<file path="config.mk">
export PLATFORM = sky130hd
export DESIGN_NAME = priv_pend_ctrl
export DESIGN_NICKNAME = d
export VERILOG_FILES = /design/src/rtl/priv_pend_pkg.sv /design/src/rtl/ppg_line_sampler.sv /design/src/rtl/ppg_sgi_gate.sv /design/src/rtl/ppg_pend_latch.sv /design/src/rtl/priv_pend_ctrl.sv
export SDC_FILE = /design/constraint.sdc
export NUM_CORES = 1
export LEC_CHECK = 0
export ABC_AREA = 0
export BUFFER_PORTS_ARGS = -buffer_cell sky130_fd_sc_hd__buf_2
export CORE_AREA = 3 3 135 137
export DETAILED_ROUTE_END_ITERATION = 6
export DIE_AREA = 0 0 138 140
export GPL_TIMING_DRIVEN = 1
export PLACE_DENSITY = 0.48
export SYNTH_ARGS = -nofsm -noshare
export SYNTH_HDL_FRONTEND = slang
export SYNTH_SLANG_ARGS = --single-unit
</file>
<file path="constraint.sdc">
create_clock -name clk_i -period 1.3 [get_ports clk_i]
set_input_delay 0.26 -clock clk_i [delete_from_list [all_inputs] [get_ports clk_i]]
set_output_delay 0.26 -clock clk_i [all_outputs]
set_load 0.02 [all_outputs]
</file>
<file path="src/rtl/priv_pend_pkg.sv">
package priv_pend_pkg;

  typedef enum logic [1:0] {
    GRP_0   = 2'd0,
    GRP_1S  = 2'd1,
    GRP_1NS = 2'd2,
    GRP_BAD = 2'd3
  } grp_e;

  function automatic grp_e cfg_grp(input logic grp_bit, input logic mod_bit);
    if (grp_bit) return GRP_1NS;
    return mod_bit ? GRP_1S : GRP_0;
  endfunction

  // minimum access field a non-secure request needs per configured group
  function automatic logic [1:0] ns_min_field(input grp_e cfg);
    case (cfg)
      GRP_0:   return 2'd1;
      GRP_1S:  return 2'd2;
      default: return 2'd0;
    endcase
  endfunction

endpackage

</file>
<file path="src/rtl/ppg_line_sampler.sv">
module ppg_line_sampler #(
  parameter int NUM_IRQ = 32,
  parameter int NUM_SGI = 16,
  localparam int NUM_PPI = NUM_IRQ - NUM_SGI
) (
  input  logic               clk_i,
  input  logic               rst_ni,
  input  logic [NUM_PPI-1:0] line_i,
  input  logic [NUM_IRQ-1:0] edge_cfg_i,
  output logic [NUM_IRQ-1:0] lvl_o,
  output logic [NUM_IRQ-1:0] edge_set_o
);

  logic [NUM_PPI-1:0] lvl_q;

  assign lvl_o[NUM_SGI-1:0]      = '0;
  assign edge_set_o[NUM_SGI-1:0] = '0;

  for (genvar k = 0; k < NUM_PPI; k++) begin : g_line
    always_ff @(posedge clk_i or negedge rst_ni) begin
      if (!rst_ni) begin
        lvl_q[k] <= 1'b0;
      end else if (line_i[k] != lvl_q[k]) begin
        lvl_q[k] <= line_i[k];
      end
    end

    assign lvl_o[NUM_SGI+k]      = lvl_q[k];
    assign edge_set_o[NUM_SGI+k] = edge_cfg_i[NUM_SGI+k] & line_i[k] & ~lvl_q[k];

    // an edge set is always followed by a high stored level
    a_r2_edge_then_high: assert property (@(posedge clk_i) disable iff (!rst_ni)
      edge_set_o[NUM_SGI+k] |=> lvl_o[NUM_SGI+k]);
  end

endmodule

</file>
<file path="src/rtl/ppg_sgi_gate.sv">
module ppg_sgi_gate
  import priv_pend_pkg::*;
#(
  parameter int NUM_SGI = 16,
  localparam int ID_W = $clog2(NUM_SGI)
) (
  input  logic                 clk_i,
  input  logic                 rst_ni,
  input  logic                 req_i,
  input  logic [ID_W-1:0]      id_i,
  input  logic [1:0]           grp_req_i,
  input  logic                 ns_i,
  input  logic                 sec_off_i,
  input  logic [NUM_SGI-1:0]   grp_cfg_i,
  input  logic [NUM_SGI-1:0]   grp_mod_i,
  input  logic [2*NUM_SGI-1:0] ns_acc_i,
  output logic [NUM_SGI-1:0]   acc_o
);

  grp_e       cfg;
  grp_e       eff;
  logic [1:0] fld;
  logic       perm;

  always_comb begin
    cfg = cfg_grp(grp_cfg_i[id_i], grp_mod_i[id_i]);
    eff = grp_e'(grp_req_i);
    if (eff == GRP_1S && cfg == GRP_0) eff = GRP_0;
    fld  = ns_acc_i[{id_i, 1'b0} +: 2];
    perm = 1'b1;
    if (ns_i && !sec_off_i) perm = (fld >= ns_min_field(cfg));
    acc_o = '0;
    if (req_i && eff != GRP_BAD && eff == cfg && perm) acc_o[id_i] = 1'b1;
  end

  // at most one ID accepted per request
  a_r10_one_id: assert property (@(posedge clk_i) disable iff (!rst_ni)
    $onehot0(acc_o));

  // no request, no acceptance
  a_r10_idle_quiet: assert property (@(posedge clk_i) disable iff (!rst_ni)
    !req_i |-> acc_o == '0);

  // invalid group encoding never accepted
  a_r7_bad_grp_drop: assert property (@(posedge clk_i) disable iff (!rst_ni)
    (req_i && grp_req_i == 2'd3) |-> acc_o == '0);

  // zero field blocks non-secure request to group-0 or secure group-1 target
  a_r8_zero_field_drop: assert property (@(posedge clk_i) disable iff (!rst_ni)
    (req_i && ns_i && !sec_off_i && !grp_cfg_i[id_i]
     && ns_acc_i[{id_i, 1'b0} +: 2] == 2'd0) |-> acc_o == '0);

endmodule

</file>
<file path="src/rtl/ppg_pend_latch.sv">
module ppg_pend_latch #(
  parameter int NUM_IRQ = 32
) (
  input  logic               clk_i,
  input  logic               rst_ni,
  input  logic [NUM_IRQ-1:0] set_edge_i,
  input  logic [NUM_IRQ-1:0] set_sgi_i,
  input  logic [NUM_IRQ-1:0] set_reg_i,
  input  logic [NUM_IRQ-1:0] clr_reg_i,
  input  logic [NUM_IRQ-1:0] lvl_i,
  input  logic [NUM_IRQ-1:0] edge_cfg_i,
  input  logic [NUM_IRQ-1:0] en_i,
  input  logic [NUM_IRQ-1:0] act_i,
  output logic [NUM_IRQ-1:0] pend_o,
  output logic [NUM_IRQ-1:0] deliv_o
);

  logic [NUM_IRQ-1:0] pend_q;
  logic [NUM_IRQ-1:0] set_all;
  logic [NUM_IRQ-1:0] clr_only;

  assign set_all  = set_edge_i | set_sgi_i | set_reg_i;
  assign clr_only = clr_reg_i & ~set_all;

  always_ff @(posedge clk_i or negedge rst_ni) begin
    if (!rst_ni) pend_q <= '0;
    else         pend_q <= (pend_q & ~clr_reg_i) | set_all;
  end

  assign pend_o  = pend_q | (lvl_i & ~edge_cfg_i);
  assign deliv_o = pend_o & en_i & ~act_i;

  // every set source lands, regardless of a coincident clear
  a_r12_set_wins: assert property (@(posedge clk_i) disable iff (!rst_ni)
    (set_all != '0) |=> (pend_q & $past(set_all)) == $past(set_all));

  // a clear without a set empties the latch bit
  a_r5_clear_takes: assert property (@(posedge clk_i) disable iff (!rst_ni)
    (clr_only != '0) |=> (pend_q & $past(clr_only)) == '0);

  // a bit with no set source cannot rise in the latch
  a_r2_no_spurious_set: assert property (@(posedge clk_i) disable iff (!rst_ni)
    1'b1 |=> (pend_q & ~$past(pend_q) & ~$past(set_all)) == '0);

endmodule

</file>
<file path="src/rtl/priv_pend_ctrl.sv">
module priv_pend_ctrl #(
  parameter int NUM_IRQ = 32,
  parameter int NUM_SGI = 16,
  localparam int NUM_PPI = NUM_IRQ - NUM_SGI,
  localparam int ID_W    = $clog2(NUM_SGI)
) (
  input  logic                 clk_i,
  input  logic                 rst_ni,
  input  logic [NUM_PPI-1:0]   line_i,
  input  logic                 sgi_req_i,
  input  logic [ID_W-1:0]      sgi_id_i,
  input  logic [1:0]           sgi_grp_i,
  input  logic                 sgi_ns_i,
  input  logic                 sec_off_i,
  input  logic [NUM_IRQ-1:0]   grp_cfg_i,
  input  logic [NUM_IRQ-1:0]   grp_mod_i,
  input  logic [2*NUM_SGI-1:0] ns_acc_i,
  input  logic [NUM_IRQ-1:0]   edge_cfg_i,
  input  logic [NUM_IRQ-1:0]   en_i,
  input  logic [NUM_IRQ-1:0]   act_i,
  input  logic [NUM_IRQ-1:0]   set_pend_i,
  input  logic [NUM_IRQ-1:0]   clr_pend_i,
  output logic [NUM_IRQ-1:0]   pend_o,
  output logic [NUM_IRQ-1:0]   deliv_o
);

  logic [NUM_IRQ-1:0] lvl;
  logic [NUM_IRQ-1:0] edge_set;
  logic [NUM_SGI-1:0] sgi_acc;
  logic [NUM_IRQ-1:0] sgi_set;

  ppg_line_sampler #(.NUM_IRQ(NUM_IRQ), .NUM_SGI(NUM_SGI)) u_lines (
    .clk_i      (clk_i),
    .rst_ni     (rst_ni),
    .line_i     (line_i),
    .edge_cfg_i (edge_cfg_i),
    .lvl_o      (lvl),
    .edge_set_o (edge_set)
  );

  ppg_sgi_gate #(.NUM_SGI(NUM_SGI)) u_gate (
    .clk_i     (clk_i),
    .rst_ni    (rst_ni),
    .req_i     (sgi_req_i),
    .id_i      (sgi_id_i),
    .grp_req_i (sgi_grp_i),
    .ns_i      (sgi_ns_i),
    .sec_off_i (sec_off_i),
    .grp_cfg_i (grp_cfg_i[NUM_SGI-1:0]),
    .grp_mod_i (grp_mod_i[NUM_SGI-1:0]),
    .ns_acc_i  (ns_acc_i),
    .acc_o     (sgi_acc)
  );

  assign sgi_set = {{NUM_PPI{1'b0}}, sgi_acc};

  ppg_pend_latch #(.NUM_IRQ(NUM_IRQ)) u_pend (
    .clk_i      (clk_i),
    .rst_ni     (rst_ni),
    .set_edge_i (edge_set),
    .set_sgi_i  (sgi_set),
    .set_reg_i  (set_pend_i),
    .clr_reg_i  (clr_pend_i),
    .lvl_i      (lvl),
    .edge_cfg_i (edge_cfg_i),
    .en_i       (en_i),
    .act_i      (act_i),
    .pend_o     (pend_o),
    .deliv_o    (deliv_o)
  );

  // a delivered ID is never active and always enabled
  a_r11_deliv_gated: assert property (@(posedge clk_i) disable iff (!rst_ni)
    ((deliv_o & act_i) == '0) && ((deliv_o & ~en_i) == '0));

endmodule

</file>
# After elaboration in Yosys (flattened, before gate mapping)
# Index checks and enable logic that the tools add are counted.
# Widths: inputs -> output; s select.
[totals] reg_bits=48 output_inout_bits=64 wordCells=123
[classes] n_lt_le_gt_ge=3 eq_ne=20 n_shift=1 muxes=15 bitwise=59 n_reduce_logical=8
[op_table] cell="$and 32x32->32" count=4
[op_table] cell="$not 32->32" count=3
[op_table] cell="$or 32x32->32" count=3
[op_table] cell="$and 1x1->1" count=32
[op_table] cell="$or 32x16->32" count=1
[op_table] cell="$shiftx 32x6->2" count=1
[op_table] cell="$mux 16" count=1
[op_table] cell="$ne 1x1->1" count=16
[op_table] cell="$not 1->1" count=16
[op_table] cell="$bmux 1 s4" count=2
[op_table] cell="$mux 2" count=4
[op_table] cell="$logic_and 1x1->1" count=6
[op_table] cell="$mux 1" count=6
[op_table] cell="$lt 4x5->1 const B" count=1
[op_table] cell="$demux 1 s4" count=1
[op_table] cell="$eq 2x1->1 const B" count=2
[op_table] cell="$ge 4x1->1 const B" count=1
[op_table] cell="$pmux 2 s2" count=1
[op_table] cell="$eq 2x2->1" count=1
[op_table] cell="$ge 2x2->1" count=1
[op_table] cell="$logic_not 2->1" count=1
[op_table] cell="$ne 2x2->1 const B" count=1
[op_table] cell="$logic_not 1->1" count=1

# Logic depth before layout (Yosys ltp)
[depth] depth_word=15 depth_mapped=15 mapped_depth_nobuf=12

# Modules after synthesis
# Synthesis repeated with hierarchy kept, for this count alone.
[hier_totals] cells_unflattened=436 hier_area_um2=4045.1
[by_module_without_submodules] module="ppg_pend_latch" n_inst=1 cells_each=256 area_each_um2=2309.7 seq_area_each_um2=800.8
[by_module_without_submodules] module="ppg_sgi_gate" n_inst=1 cells_each=98 area_each_um2=887.1 seq_area_each_um2=0.0
[by_module_without_submodules] module="ppg_line_sampler" n_inst=1 cells_each=81 area_each_um2=844.6 seq_area_each_um2=400.4
[by_module_without_submodules] module="priv_pend_ctrl" n_inst=1 cells_each=1 area_each_um2=3.8 seq_area_each_um2=0.0

# Worst setup path before layout
# Ideal clock, no wire load.
[synth_path] path_type="input-to-reg" from="input port sgi_id_i[0]" to="register u_pend.pend_q[4]" setup_time_ps=67 arrival_time_ps=3140 required_ps=1233 path_slack_ps=-1907 stages=11 path_buffers=3 path_cell_list="clkbuf_1 buf_2 mux4_2 mux4_2 ha_1 o21ai_0 a31oi_1 o311ai_2 o21ai_2 buf_6 a311o_1"
[synth_between] elab_chain_len=15 elab_cells_between_ends=30 classes_between="3 x order compare; 3 x eq/ne; 1 x shift; 14 x mux; 3 x bitwise; 6 x reduce/logical"
[synth_rtl] item="from (decl)" line="priv_pend_ctrl.sv:11" source="input logic [ID_W-1:0] sgi_id_i,"
[synth_rtl] item="parallel branches: the longest is 11 deep, another holds $ge 2x2->1"
[synth_rtl] item="$mux 16 *" line="ppg_sgi_gate.sv:33" source="if (req_i && eff != GRP_BAD && eff == cfg && perm) acc_o[id_i] = 1'b1;"
[synth_rtl] item="$or 32x16->32 *" line="ppg_pend_latch.sv:22" source="assign set_all = set_edge_i | set_sgi_i | set_reg_i;"
[synth_rtl] item="$or 32x32->32 *" line="ppg_pend_latch.sv:22"
[synth_rtl] item="$or 32x32->32 *" line="ppg_pend_latch.sv:27" source="else pend_q <= (pend_q & ~clr_reg_i) | set_all;"
[synth_rtl] item="to (signal assigned)" line="ppg_pend_latch.sv:27"
[synth_rtl] item="to (decl)" line="ppg_pend_latch.sv:18" source="logic [NUM_IRQ-1:0] pend_q;"
# Mark *: on every way between the ends. The select of a mux whose other input is x is not followed.
# A chain may end at the register's enable or synchronous reset.

# Worst setup path after layout
[layout_path] from="input port sgi_id_i[0]" to="register u_pend.pend_q[1]"
# Same word-level chain as after synthesis.

==> impl_metrics.json <==
{
  "clk_latency_ns": 0.29,
  "p_leak_uw": 0.00296,
  "crit_path_max_incr_delay_ns": 0.48,
  "power_density_nw_per_um2": 821,
  "status": "finished, violations left",
  "numPortBuffers": 298,
  "yosysTopAreaCell": "dfrtp_1",
  "cp_cell_sequence": "buf_12 -> mux4_2 -> mux4_2 -> inv_2 -> ha_4 -> o21ai_4 -> a31oi_4 -> buf_6 -> nand3_4 -> o21ai_4 -> buf_6 -> a221o_1",
  "ff_latch_area_sq_um": 1200,
  "synthTopCellsByArea": "dfrtp_1, mux4_2, inv_1",
  "cts_tree": "built",
  "fill_cells": 1813,
  "p_sw_uw": 1360,
  "drtIter0Drc": 36,
  "hold_class": "input pin to register",
  "synth_enable_flop_cells": 0,
  "ys_seq_area_frac": 0.384,
  "grt_remaining_overflow": 0,
  "synth_seq_cells": 48,
  "p_comb_frac": 0.341,
  "yosysMostFrequentCell": "dfrtp_1",
  "grt_pass1_wl_microns": 18700,
  "antenna_found_initial": 0,
  "ant_nets": 0,
  "initial_core_util": 0.182,
  "drt-pass1-iter-count": 4,
  "avgSynthCellArea_sq_um": 9.25,
  "core_sq_um": 17200,
  "ios": 347,
  "whs_path_depth": 1,
  "worst_path_max_delay_cell": "mux4_2",
  "synthFlopType": "dfrtp_1",
  "fin_crit_sh": 1.86,
  "die_h_microns": 140,
  "max_freq_mhz": 414,
  "multi_input_area_sq_um": 1640,
  "hold_viol": 0,
  "dr_total_vias": 3523,
  "clockPowerShare": 0.297,
  "pwr-share-seq": 0.363,
  "violations": "setup timing",
  "die_x_microns": 138,
  "setup_viol": 36,
  "start_kind": "input pin",
  "synth_area_sq_um": 3130,
  "cts.path.max_buffers": 2,
  "worst-endpoint-required_ns": 1.48,
  "min_period_ns": 2.41,
  "p_int_uw": 3190,
  "tightestPinTransition_ns": 0.369,
  "switching_share": 0.298,
  "syn_inst": 338,
  "holdWs_ns": 0.0802,
  "areaGrowthSynthToFinish_pct": 77.2,
  "ys_warn_count": 0,
  "cts-buffers-inserted": 5,
  "finalWorstSetupSlack_ns": -1.11,
  "synth_cell_type_count": 32,
  "ff2ff_path_depth": 2,
  "htree_levels": 2,
  "final_layout_size_suffix_gt1_frac": 0.588,
  "antennaDiodeCount": 0,
  "crit_type": "input pin to register",
  "dp_slack_ns": -1.89,
  "gp_congestion": 0.839,
  "netlist.area_leader.share": 0.384,
  "timing.final.max_slew_violations": 0,
  "routed_wl_microns": 12200,
  "vias_per_cell": 4.05,
  "drc": 0,
  "dieArea_sq_um": 19300,
  "ys_async_sr_fraction": 1.00,
  "num_rows": 48,
  "fin_skew_ns": 0.00899,
  "hpwl_microns": 10100,
  "arrival_ns": 2.59,
  "cp-end-kind": "register",
  "grt_max_degree": 49,
  "vdd_drop_max_uv": 399,
  "cts_sinks": 48,
  "cts_root_buf": "clkbuf_16",
  "post_drt_wl_per_cell_microns": 14.0,
  "rsz0062_at_grt": "true",
  "path_max_fanout": 5,
  "grt_pass1_vias": 3694,
  "syn_nets": 623,
  "cap_viol_max_count": 0,
  "slew_headroom": 0.747,
  "clkTransAtPathRegs_ns": 0.07,
  "synth.top_cells.by_count": "dfrtp_1, inv_1, nand2_1",
  "fin_nets": 929,
  "gr-usage-all-layers": 0.121
}
cell families after synthesis:
kind of cell,after synthesis,synth area share
and+or+nand+nor,100,0.160
buffers and inverters,89,0.139
AOI/OAI and AO/OA,72,0.160
DFF,48,0.384
muxes,27,0.149
adders and majority gates,2,0.00800
per-stage QoR:
stage	total power, uW	area, sq um	setup TNS, ns	instances	util
after detailed placement	2930	4800	-28.95	838	0.279
after CTS	4550	5340	-19.60	859	0.311
after global placement	2920	4800	-28.83	838	0.279
after global routing	4870	5540	-21.87	870	0.323
final	4550	5540	-19.22	870	0.323
after floorplan	2340	3160	-21.22	338	-
path summary, 6_finish.rpt:
path                                    from                 to  slack (ns)
max in group asynchronous             rst_ni  u_lines.lvl_o[21]        0.57
max reg2reg                 u_pend.pend_q[0]   u_pend.pend_q[0]        0.33
max                              sgi_id_i[0]   u_pend.pend_q[1]       -1.11
min                               line_i[11]  u_lines.lvl_o[27]        0.08
min reg2reg                u_lines.lvl_o[27]  u_pend.pend_q[27]        0.46
min in group asynchronous             rst_ni  u_pend.pend_q[28]        0.50
flip-flops by register name (all words and copies together) (netlist names):
signal and cells:
u_lines.lvl_o 16, u_pend.pend_q 32
critical path, delay by kind of cell:
| family | cells | cell delay (ns) |
|---|---|---|
| mux | 2 | 0.96 |
| compound gates | 4 | 0.63 |
| buf+inv | 4 | 0.44 |
| fa+ha+maj | 1 | 0.20 |
| simple gates | 1 | 0.10 |
placed cells by master, fill, tap and decap left out, types with 3 or more instances in the layout:
master,count
buf_2,264
dfrtp_1,48
inv_1,46
buf_4,40
nand2_1,35
buf_6,29
nor2_1,26
a21oi_1,17
a21o_1,16
and3b_1,16
o21ai_0,16
mux4_2,15
a221o_1,12
mux2i_1,11
nor2b_1,8
clkbuf_16,5
o21ai_4,4
nand2b_1,4
nor3_1,3
a311o_1,3
buf_12,3
power by group through the flow:
stage,clock network (uW),registers (uW),logic [uW]
global placement,0,1680,1240
CTS,1450,1650,1450
detailed placement,0,1680,1250
floorplan,0,1660,683
finish,1350,1650,1550
global route,1520,1660,1690
layer usage:
| metal | global-route usage | share of wire | vias up |
|---|---|---|---|
| li1 | - | - | 1739 |
| met1 | 0.125 | 0.36 | 1556 |
| met2 | 0.223 | 0.51 | 215 |
| met3 | 0.0464 | 0.099 | 13 |
| met4 | 0.0437 | 0.024 | 0 |
| met5 | 0 | 0 | - |
cell type report:
type                    count  share of cell area
clock inverters             2             0.00271
well taps                 225              0.0508
flip-flops and latches     48               0.217
repair buffers            340               0.377
clock buffers               6              0.0251
multi-input cells         202               0.296
inverters                  47              0.0318
what timing repair did:
item	CTS	global route
buffers inserted	9	11
hold endpoints to repair	48	0
gates resized for setup	66	32
endpoints found under the setup margin	38	55
cloned	3	0
hold buffers	1	0
pin swaps	19	11
(Power assumes the default switching activity.)
